--- src/rtl/smp_pkg.sv ---
package smp_pkg;
    localparam int MANT_W = 16;
    localparam int FRAC   = 15;

    // 2^(-k/12) scaled by 2^15, rounded
    function automatic logic [MANT_W-1:0] mant_of(input logic [3:0] k);
        logic [MANT_W-1:0] m;
        case (k)
            4'd0:    m = 16'd32768;
            4'd1:    m = 16'd30929;
            4'd2:    m = 16'd29193;
            4'd3:    m = 16'd27554;
            4'd4:    m = 16'd26008;
            4'd5:    m = 16'd24548;
            4'd6:    m = 16'd23170;
            4'd7:    m = 16'd21870;
            4'd8:    m = 16'd20643;
            4'd9:    m = 16'd19484;
            4'd10:   m = 16'd18390;
            4'd11:   m = 16'd17358;
            default: m = 16'd32768;
        endcase
        return m;
    endfunction
endpackage

--- src/rtl/chan_gain.sv ---
module chan_gain
    import smp_pkg::*;
#(
    parameter int DW = 24,
    parameter int CW = 8
) (
    input  logic signed [DW-1:0] smp,
    input  logic        [CW-1:0] code,
    input  logic                 inv,
    output logic signed [DW-1:0] res
);
    localparam int PW = DW + MANT_W + 1;
    localparam logic [CW-1:0] CMAX = '1;
    localparam logic signed [PW-1:0] PMAX = PW'((64'sd1 <<< (DW-1)) - 64'sd1);
    localparam logic signed [PW-1:0] PMIN = -PMAX - PW'(1);
    localparam logic signed [DW-1:0] DMAX = {1'b0, {(DW-1){1'b1}}};
    localparam logic signed [DW-1:0] DMIN = {1'b1, {(DW-1){1'b0}}};

    logic        [CW-1:0]     steps;
    logic        [CW-1:0]     shf;
    logic        [3:0]        kidx;
    logic        [MANT_W-1:0] mant;
    logic signed [PW-1:0]     prod;
    logic signed [PW-1:0]     rnd;
    logic signed [PW-1:0]     scaled;
    logic signed [DW-1:0]     gained;

    always_comb begin
        steps  = CMAX - code;
        shf    = steps / CW'(12);
        kidx   = 4'(steps % CW'(12));
        mant   = mant_of(kidx);
        prod   = PW'(smp) * PW'($signed({1'b0, mant}));
        rnd    = PW'(1) <<< (int'(shf) + FRAC - 1);
        scaled = (prod + rnd) >>> (int'(shf) + FRAC);
        if (code == '0)          gained = '0;
        else if (scaled > PMAX)  gained = DMAX;
        else if (scaled < PMIN)  gained = DMIN;
        else                     gained = DW'(scaled);
        if (!inv)                res = gained;
        else if (gained == DMIN) res = DMAX;
        else                     res = -gained;
    end
endmodule

--- src/rtl/code_ramp.sv ---
module code_ramp #(
    parameter int CW = 8
) (
    input  logic [CW-1:0] cur,
    input  logic [CW-1:0] tgt,
    input  logic          adv,
    output logic [CW-1:0] nxt
);
    always_comb begin
        if (!adv)          nxt = cur;
        else if (cur < tgt) nxt = cur + CW'(1);
        else if (cur > tgt) nxt = cur - CW'(1);
        else               nxt = cur;
    end
endmodule

--- src/rtl/zero_run_next.sv ---
module zero_run_next #(
    parameter int LIMIT = 65536,
    parameter int NW    = 17
) (
    input  logic [NW-1:0] cnt,
    input  logic          tick,
    input  logic          clr,
    output logic [NW-1:0] nxt
);
    always_comb begin
        if (clr)                             nxt = '0;
        else if (tick && cnt != NW'(LIMIT))  nxt = cnt + NW'(1);
        else                                 nxt = cnt;
    end
endmodule

--- src/rtl/smp_gain_proc.sv ---
module smp_gain_proc #(
    parameter int DW       = 24,
    parameter int CW       = 8,
    parameter int ZERO_RUN = 65536
) (
    input  logic          clk,
    input  logic          rst_n,
    input  logic          in_valid,
    input  logic [DW-1:0] in_left,
    input  logic [DW-1:0] in_right,
    input  logic          bit_tick,
    input  logic [CW-1:0] atten_left,
    input  logic [CW-1:0] atten_right,
    input  logic          mute_req,
    input  logic          dac_off,
    input  logic          invert,
    input  logic          zd_force_en,
    output logic          out_valid,
    output logic [DW-1:0] out_left,
    output logic [DW-1:0] out_right,
    output logic          zero_flag
);
    localparam int NCH  = 2;
    localparam int CNTW = $clog2(ZERO_RUN + 1);

    typedef struct packed {
        logic [NCH-1:0][CW-1:0] eff;
        logic [CNTW-1:0]        cnt;
        logic                   vld;
        logic [NCH-1:0][DW-1:0] dat;
    } state_t;

    state_t st_d, st_q;

    logic [NCH-1:0][DW-1:0] ch_in;
    logic [NCH-1:0][CW-1:0] ch_code;
    logic [NCH-1:0][CW-1:0] ch_tgt;
    logic [NCH-1:0][CW-1:0] eff_nxt;
    logic [NCH-1:0][DW-1:0] ch_res;
    logic [CNTW-1:0]        cnt_nxt;
    logic                   nonzero;
    logic                   flag_now;
    logic                   force_zero;

    assign ch_in[0]   = in_left;
    assign ch_in[1]   = in_right;
    assign ch_code[0] = atten_left;
    assign ch_code[1] = atten_right;
    assign nonzero    = in_valid && ((|in_left) || (|in_right));
    assign flag_now   = (st_q.cnt == CNTW'(ZERO_RUN));

    for (genvar c = 0; c < NCH; c++) begin : g_ch
        assign ch_tgt[c] = mute_req ? '0 : ch_code[c];

        code_ramp #(.CW(CW)) u_ramp (
            .cur (st_q.eff[c]),
            .tgt (ch_tgt[c]),
            .adv (in_valid),
            .nxt (eff_nxt[c])
        );

        chan_gain #(.DW(DW), .CW(CW)) u_gain (
            .smp  (ch_in[c]),
            .code (st_q.eff[c]),
            .inv  (invert),
            .res  (ch_res[c])
        );
    end

    zero_run_next #(.LIMIT(ZERO_RUN), .NW(CNTW)) u_zrun (
        .cnt  (st_q.cnt),
        .tick (bit_tick),
        .clr  (nonzero),
        .nxt  (cnt_nxt)
    );

    always_comb begin
        force_zero = dac_off || (zd_force_en && flag_now);
        st_d       = st_q;
        st_d.vld   = in_valid;
        st_d.eff   = eff_nxt;
        st_d.cnt   = cnt_nxt;
        for (int c = 0; c < NCH; c++) begin
            if (force_zero)    st_d.dat[c] = '0;
            else if (in_valid) st_d.dat[c] = ch_res[c];
        end
    end

    always_ff @(posedge clk) begin
        if (!rst_n) begin
            st_q     <= '0;
            st_q.eff <= '1;
        end else begin
            st_q <= st_d;
        end
    end

    assign out_valid = st_q.vld;
    assign out_left  = st_q.dat[0];
    assign out_right = st_q.dat[1];
    assign zero_flag = flag_now;
endmodule

--- config.mk ---
export PLATFORM = sky130hd
export DESIGN_NAME = smp_gain_proc
export DESIGN_NICKNAME = d
export VERILOG_FILES = /design/src/rtl/smp_pkg.sv /design/src/rtl/chan_gain.sv /design/src/rtl/code_ramp.sv /design/src/rtl/zero_run_next.sv /design/src/rtl/smp_gain_proc.sv
export SDC_FILE = /design/constraint.sdc
export NUM_CORES = 2
export LEC_CHECK = 0
export BUFFER_PORTS_ARGS = -buffer_cell sky130_fd_sc_hd__buf_2
export CORE_UTILIZATION = 55
export CTS_BUF_LIST = sky130_fd_sc_hd__clkbuf_8 sky130_fd_sc_hd__clkbuf_16
export DETAILED_ROUTE_END_ITERATION = 7
export PLACE_DENSITY = 0.69
export SETUP_SLACK_MARGIN = 0.5
export SLEW_MARGIN = 20
export SYNTH_ARGS = -nofsm -noshare
export SYNTH_HDL_FRONTEND = slang
export SYNTH_SLANG_ARGS = --single-unit
export TNS_END_PERCENT = 20
--- constraint.sdc ---
create_clock -name clk -period 15.45 [get_ports clk]
set_input_delay 0.7725 -clock clk [delete_from_list [all_inputs] [get_ports clk]]
set_output_delay 0.7725 -clock clk [all_outputs]
set_load 0.005 [all_outputs]
# == After elaboration in Yosys (flattened, before gate mapping) ==
# Memories as Yosys holds them, arrays and structs flattened.
# Index checks and enable logic that the tools add are counted.
# word_totals
wordCells,77
output_inout_bits,50
n_memories,2
rom_bits,512
ff_bits,82
input_bits,72
# classes
mul,2
n_bitwise,1
n_lt_le_gt_ge,8
reduce_logical,15
add_sub_neg,15
mux,16
div_mod_pow,4
shifts,4
n_eq_ne,4
# mem_list
memory,depth,word_bits,read_ports,rd_ports_with_merged_regs,write_ports,line_no,rtl
(name not given),16,16,1,0,0,smp_pkg.sv:8,case (k)
(name not given),16,16,1,0,0,smp_pkg.sv:8,
# ops
operator,count
24-bit 2-to-1 mux,10
41-bit adder,2
"41-bit by 24-bit greater-than comparator with 1-bit output, second input constant",2
"41-bit by 24-bit < comparator with 1-bit output, second input constant",2
24-bit by 17-bit multiplier with 41-bit output,2
"2-bit by 32-bit <<< shifter with 41-bit output, first input constant",2
41-bit by 32-bit >>> shifter with 41-bit output,2
"32-bit by 2-bit subtractor with 32-bit output, second input constant",2
"24-bit == test, second input constant",2
8-bit 2-to-1 mux,6
24-bit negator,2
24-bit OR reduction,2
"8-bit by 4-bit adder with 9-bit output, second input constant",2
"17-bit by 1-bit adder with 17-bit output, second input constant",1
"17-bit == test, second input constant",1
"17-bit != test, second input constant",1
"8-bit by 1-bit adder with 8-bit output, second input constant",2
"8-bit by 4-bit divider with 8-bit output, second input constant",2
8-bit greater-than comparator,2
8-bit logical NOT,2
8-bit < comparator,2
"8-bit by 4-bit remainder unit with 8-bit output, second input constant",2
"8-bit by 1-bit subtractor with 8-bit output, second input constant",2
"8-bit subtractor, first input constant",2
6 further kinds,12

# == Logic depth before layout (Yosys ltp) ==
# depth
word_depth,14
mapped_depth,58
mapped_depth_nobuf,49

# == Modules after synthesis ==
# Synthesis repeated with hierarchy kept, for this count alone.
# unflattened
cells_unflattened,6183
hier_area_um2,49825.3
# by_module_without_submodules
module,cells_per_inst,n_inst,seq_area_each_um2,area_per_inst_um2
chan_gain at g_ch[1].u_gain,2775,1,0.0,22361.4
chan_gain at g_ch[0].u_gain,2799,1,0.0,22143.7
smp_gain_proc,377,1,1641.6,3653.5
code_ramp,75,2,0.0,553.0
zero_run_next,82,1,0.0,560.5

# == Worst setup path before layout ==
# OpenSTA, ideal clock, no wires.
# synth_path
path_type,flip-flop to flip-flop
start,reg st_q[72] (netlist bit)
end,reg st_q (netlist bit out_left[5])
setup_time_ns,0.116
required_ns,15.334
stages_incl_launch_ff,57
synth_period_minus_slack_ns,11.981
arrival_ns,11.865
path_slack_ns,3.469
n_path_buf,12
cell_sequence,dfxtp_1 buf_4 nor2b_4 a31o_1 o21ai_1 nand4_4 inv_2 buf_6 buf_6 buf_6 clkbuf_1 ha_1 nand2_1 nand2_1 o21a_1 clkbuf_1 clkbuf_1 xnor2_1 (+21 left out) a211o_1 a21oi_2 a21oi_1 or4_1 or3_4 and2_4 buf_6 clkbuf_1 nor2_1 nor2_1 ha_1 o21ai_4 or3_1 buf_4 o21a_4 buf_6 o21ai_2 o211a_1
# synth_between
elab_chain_len,14
word_cells_on_any_way,20
cone_classes,add/sub: 5; mul: 1; div: 2; order compare: 2; eq/ne: 1; shift: 2; mux: 5; reduce/logical: 1; memory: 1
# synth_lines
element,line_no,rtl
from (decl),smp_gain_proc.sv:33,"state_t st_d, st_q;"
from (signal assigned),smp_gain_proc.sv:94,st_q <= st_d;
branches (longest 10 deep; another with 24-bit by 17-bit multiplier with 41-bit output),-,
24-bit 2-to-1 mux (*),chan_gain.sv:36,if (code == '0) gained = '0;
24-bit negator / 24-bit == test (equally long branches),"chan_gain.sv:42, chan_gain.sv:41",
24-bit 2-to-1 mux,chan_gain.sv:41,else if (gained == DMIN) res = DMAX;
24-bit 2-to-1 mux (*),chan_gain.sv:40,if (!inv) res = gained;
# Mark *: on every way between the ends.
# A chain may end at the register's enable or synchronous reset.

# == Final worst setup path ==
# layout_path
start,reg st_q[80] (netlist bit)
end,reg st_q (netlist bit out_right[14])
# Same word-level chain as after synthesis.

==> impl_summary.md <==
Die
The initial core utilization is a little under three fifths. The die is 296.7 um tall. The area inside the core boundary is 85550 um2. The floorplan has 107 rows. The floorplan step set the die width to just under 300 um.

The die area is 88020 um2. Pin placement for this block handled 122 I/O pins.

Routing
The via density per instance is between 6 and 7. The DRC violation count after routing is 0. The final routed wire length divided by cell count is approximately 21 um. Summed over all layers, the routed wires come to between 100 and 150 mm. The number of DRC violations after detailed-routing iteration 0 is 3456. The count of vias placed by the detailed router is 42.34k. The first-pass iteration count of the detailed router is 6. The count of nets left with antenna violations once routing finished came out at 0. The met2 wirelength from detailed routing is ~75 mm. The met3 wire length is 8.724 mm. The topmost layer with routed signal wires is met5. The detailed router put a total of 56.25 mm of wire on met1.

Timing
Setup repair after global routing left no endpoint under its margin. The setup TNS is 0 ns. In this run the tightest slew margin relative to its limit is 14.83%.

The final period demand of the worst path is 14.06 ns. The part of the cycle the worst path needs is 91.03%. Setup violations remaining at the end of the flow were counted as 0. The final count of pins violating max slew came to 0.

The number of hold-slack violations in the final timing report is 0. Derived from the worst setup path, the maximum achievable clock frequency is 71.10 MHz. At the pin with the least slew margin, the transition time is 1.266 ns. Between clock sinks in the finished design, the worst skew comes to between 0.009 and 0.01 ns.

Clock network
For the worst-skew pair, the clock arrives at the later sink with an insertion delay of 0.35 ns. The total CTS buffers is 9. The clock drives between 80 and 90 sinks. The clock-pin slew on the worst setup and hold paths is 0.06 ns. The number of gates resized after CTS was 0. The maximum root-to-sink buffer count is 2. The clock root buffer is sky130_fd_sc_hd__clkbuf_16.

The number of levels in the clock H-tree is 3. The number of hold buffers added after cts is 0. The setup fix buffers added after clock tree synthesis is 0. TritonCTS built the clock tree.

Worst setup path
The required time of the critical path is 15.67 ns. The slowest stage cell on the critical path is sky130_fd_sc_hd__dfxtp_1. The worst register-to-register path has a depth of 45. The worst register-to-register path begins at st_q[80]. The kind of end point of the critical path is a register. The number of buffers and inverters on the critical path is 8. The cell family with the largest share of critical-path delay is compound AO/OA/AOI/OAI gates. The startpoint type of the worst setup path is a register. The worst-case register-to-register setup slack is 1.39 ns. The endpoint arrival time on the critical path is 14.28 ns. The largest stage delay on the critical path is 0.75 ns.

The end of the worst register-to-register path is out_right[14]. The class of the most critical setup path is register to register. Of all nets on the critical path, the largest fanout is 27.

Synth
The cell accounting for the most synthesized area is sky130_fd_sc_hd__fa_1. The mean cell area of the mapped netlist is 8.034 um2. The sequential element share of the synthesized area is ~3.4%. The synthesized netlist net count is between 7k and 8k. The share of synthesized registers carrying an async set or reset is 0%. The number of flip-flops and latches in the synthesized netlist is 82. Synthesis instantiated ~130 different standard cells from the library. For this run, the leading register cell type out of synthesis is sky130_fd_sc_hd__dfxtp_1. During synthesis, Yosys emitted a total of 0 warnings. The gate count of the mapped netlist is 5945. The netlist area before placement is between 40000 and 50000 um2. The synthesized design devotes to its leading area cell type 35.88% of total area. By area the synthesized netlist is led by sky130_fd_sc_hd__fa_1 36%, sky130_fd_sc_hd__inv_1 7.6%, sky130_fd_sc_hd__ha_1 6.9%. In this run, synthesis inferred 0 flip-flops with an integrated enable.

Placed design
The placer congestion estimate is 1.043. Detailed placement finished with a half-perimeter wire length of 119.9 mm. The count of input and output buffers is 121.

Min path
The launch point of the worst hold path is out_right[16]. The number of cells on the worst hold path is 2. For hold timing, the worst endpoint is out_right[16]. The path class of the tightest hold or removal check is register to register.

Final layout
The post-route netlist has 7.006% of its cells at a drive strength greater than 1. The number of nets at the end of the flow is 6981. Across the whole layout, storage elements account for between 1500 and 2000 um2. The synthesis-to-finish area growth is 3.033%. The layout has 7973 filler cells. The footprint of the multi-input gates is between 40000 and 50000 um2. The antenna diode count is 0.

Global route
Entering global routing, the biggest net connects 72 pins. Global routing used 34.35% of the available tracks. The sum of overflow across all layers after global routing is 0. The number of antenna violations at the first check in global routing was 4. The number of global-route vias before repair is ~44k. The first global-routing pass estimated 237.8 mm of wire.

Status
The run finished with clean final reports.

Run
The number of maximum-capacitance constraint violations is 0.
[Yosys cell counts (all sizes together), types with 50 or more instances]
library cell and number:
nand2b 51, dfxtp 82, buf 148, mux2i 61
a21oi 262, nor3 115, o211ai 60, a211oi 66
nor2b 70, ha 262, inv 974, o21ai 261
fa 856, nand3 111, xnor2 73, nand4 50
nor2 311, and3 55, clkbuf 222, a21o 64
nand2 804, and2 305
[state kept, by name, indices dropped and copies added (netlist names)]
name	cells
out_valid	1
st_q	33
out_left	24
out_right	24
[through the flow]
step                area (um2)  instances  hold WS (ns)  worst slack (ns)  utilization, %
finish                   49210       6939        0.4786             1.386           57.52
floorplan                47760       5945        0.4414             3.469               -
CTS                      49180       6939        0.4803             1.269           57.49
global placement         48870       6924        0.4684             1.339           57.12
detailed placement       48870       6924        0.4701             1.348           57.12
global route             49210       6939        0.5007            0.5637           57.52
[worst max-delay path by stage]
stage             start             to  slack, ns  cells after the start
6_report       st_q[80]  out_right[14]       1.39                     45
5_1_grt        st_q[80]  out_right[14]       0.56                     45
2_1_floorplan  st_q[72]    out_left[5]       3.47                     56
4_1_cts        st_q[80]  out_right[14]       1.27                     45
3_3_place_gp   st_q[80]  out_right[14]       1.34                     45
3_5_place_dp   st_q[80]  out_right[14]       1.35                     45
[cell type report]
cell class,count,share of cell area (%)
multi-input combinational,4516,83.14
inverter,977,7.462
sequential,82,3.336
tap,1144,2.909
timing repair buffer,205,2.512
clock buffer,9,0.4577
clock inverter,6,0.1831
[per-layer routing]
layer,GRT usage [%],vias to the layer above
met4,16.19,8
met3,4.102,407
met2,61.44,1575
li1,-,19110
met5,0,-
met1,40.97,21230
[cells in the final DEF (no fill, tap or decap), types with 50 or more instances in the layout]
cell type                  synthesis  final
sky130_fd_sc_hd__nor3_1          110    109
sky130_fd_sc_hd__inv_1           970    970
sky130_fd_sc_hd__buf_4            59     84
sky130_fd_sc_hd__nand2_1         802    802
sky130_fd_sc_hd__nor2_1          304    304
sky130_fd_sc_hd__nor2b_1          68     68
sky130_fd_sc_hd__mux2i_1          61     56
sky130_fd_sc_hd__dfxtp_1          82     82
sky130_fd_sc_hd__buf_2            70    121
sky130_fd_sc_hd__nand2b_1         50     50
sky130_fd_sc_hd__nand3_1         111    111
sky130_fd_sc_hd__xnor2_1          72     68
sky130_fd_sc_hd__fa_1            856    856
sky130_fd_sc_hd__and3_1           55     55
sky130_fd_sc_hd__a21o_1           64     64
sky130_fd_sc_hd__ha_1            262    262
sky130_fd_sc_hd__o211ai_1         58     58
sky130_fd_sc_hd__o21ai_0         213    208
sky130_fd_sc_hd__a21oi_1         257    251
sky130_fd_sc_hd__and2_1          299    299
sky130_fd_sc_hd__a211oi_1         56     55
[worst min-delay path, cell delays in order (launching register included)]
cell and delay [ns]:
sky130_fd_sc_hd__dfxtp_1 0.32, sky130_fd_sc_hd__nand2_1 0.06, sky130_fd_sc_hd__a21oi_1 0.05
[cells by family (layout without fill, tap and decap cells)]
group / Yosys count / after routing / synth area share, %
buffers and inverters: 1347 / 1197 / 11.37
DFF: 82 / 82 / 3.437
xor gates and xnor gates: 120 / 120 / 2.248
muxes: 97 / 97 / 2.552
adders and majority gates: 1119 / 1119 / 42.76
AOI/OAI and AO/OA: 1154 / 1154 / 16.87
and+or+nand+nor: 2026 / 2026 / 20.75
Power is left out: the tool's default activity adds up to more than one toggle a clock period on the data nets, which glitch-free logic cannot reach.
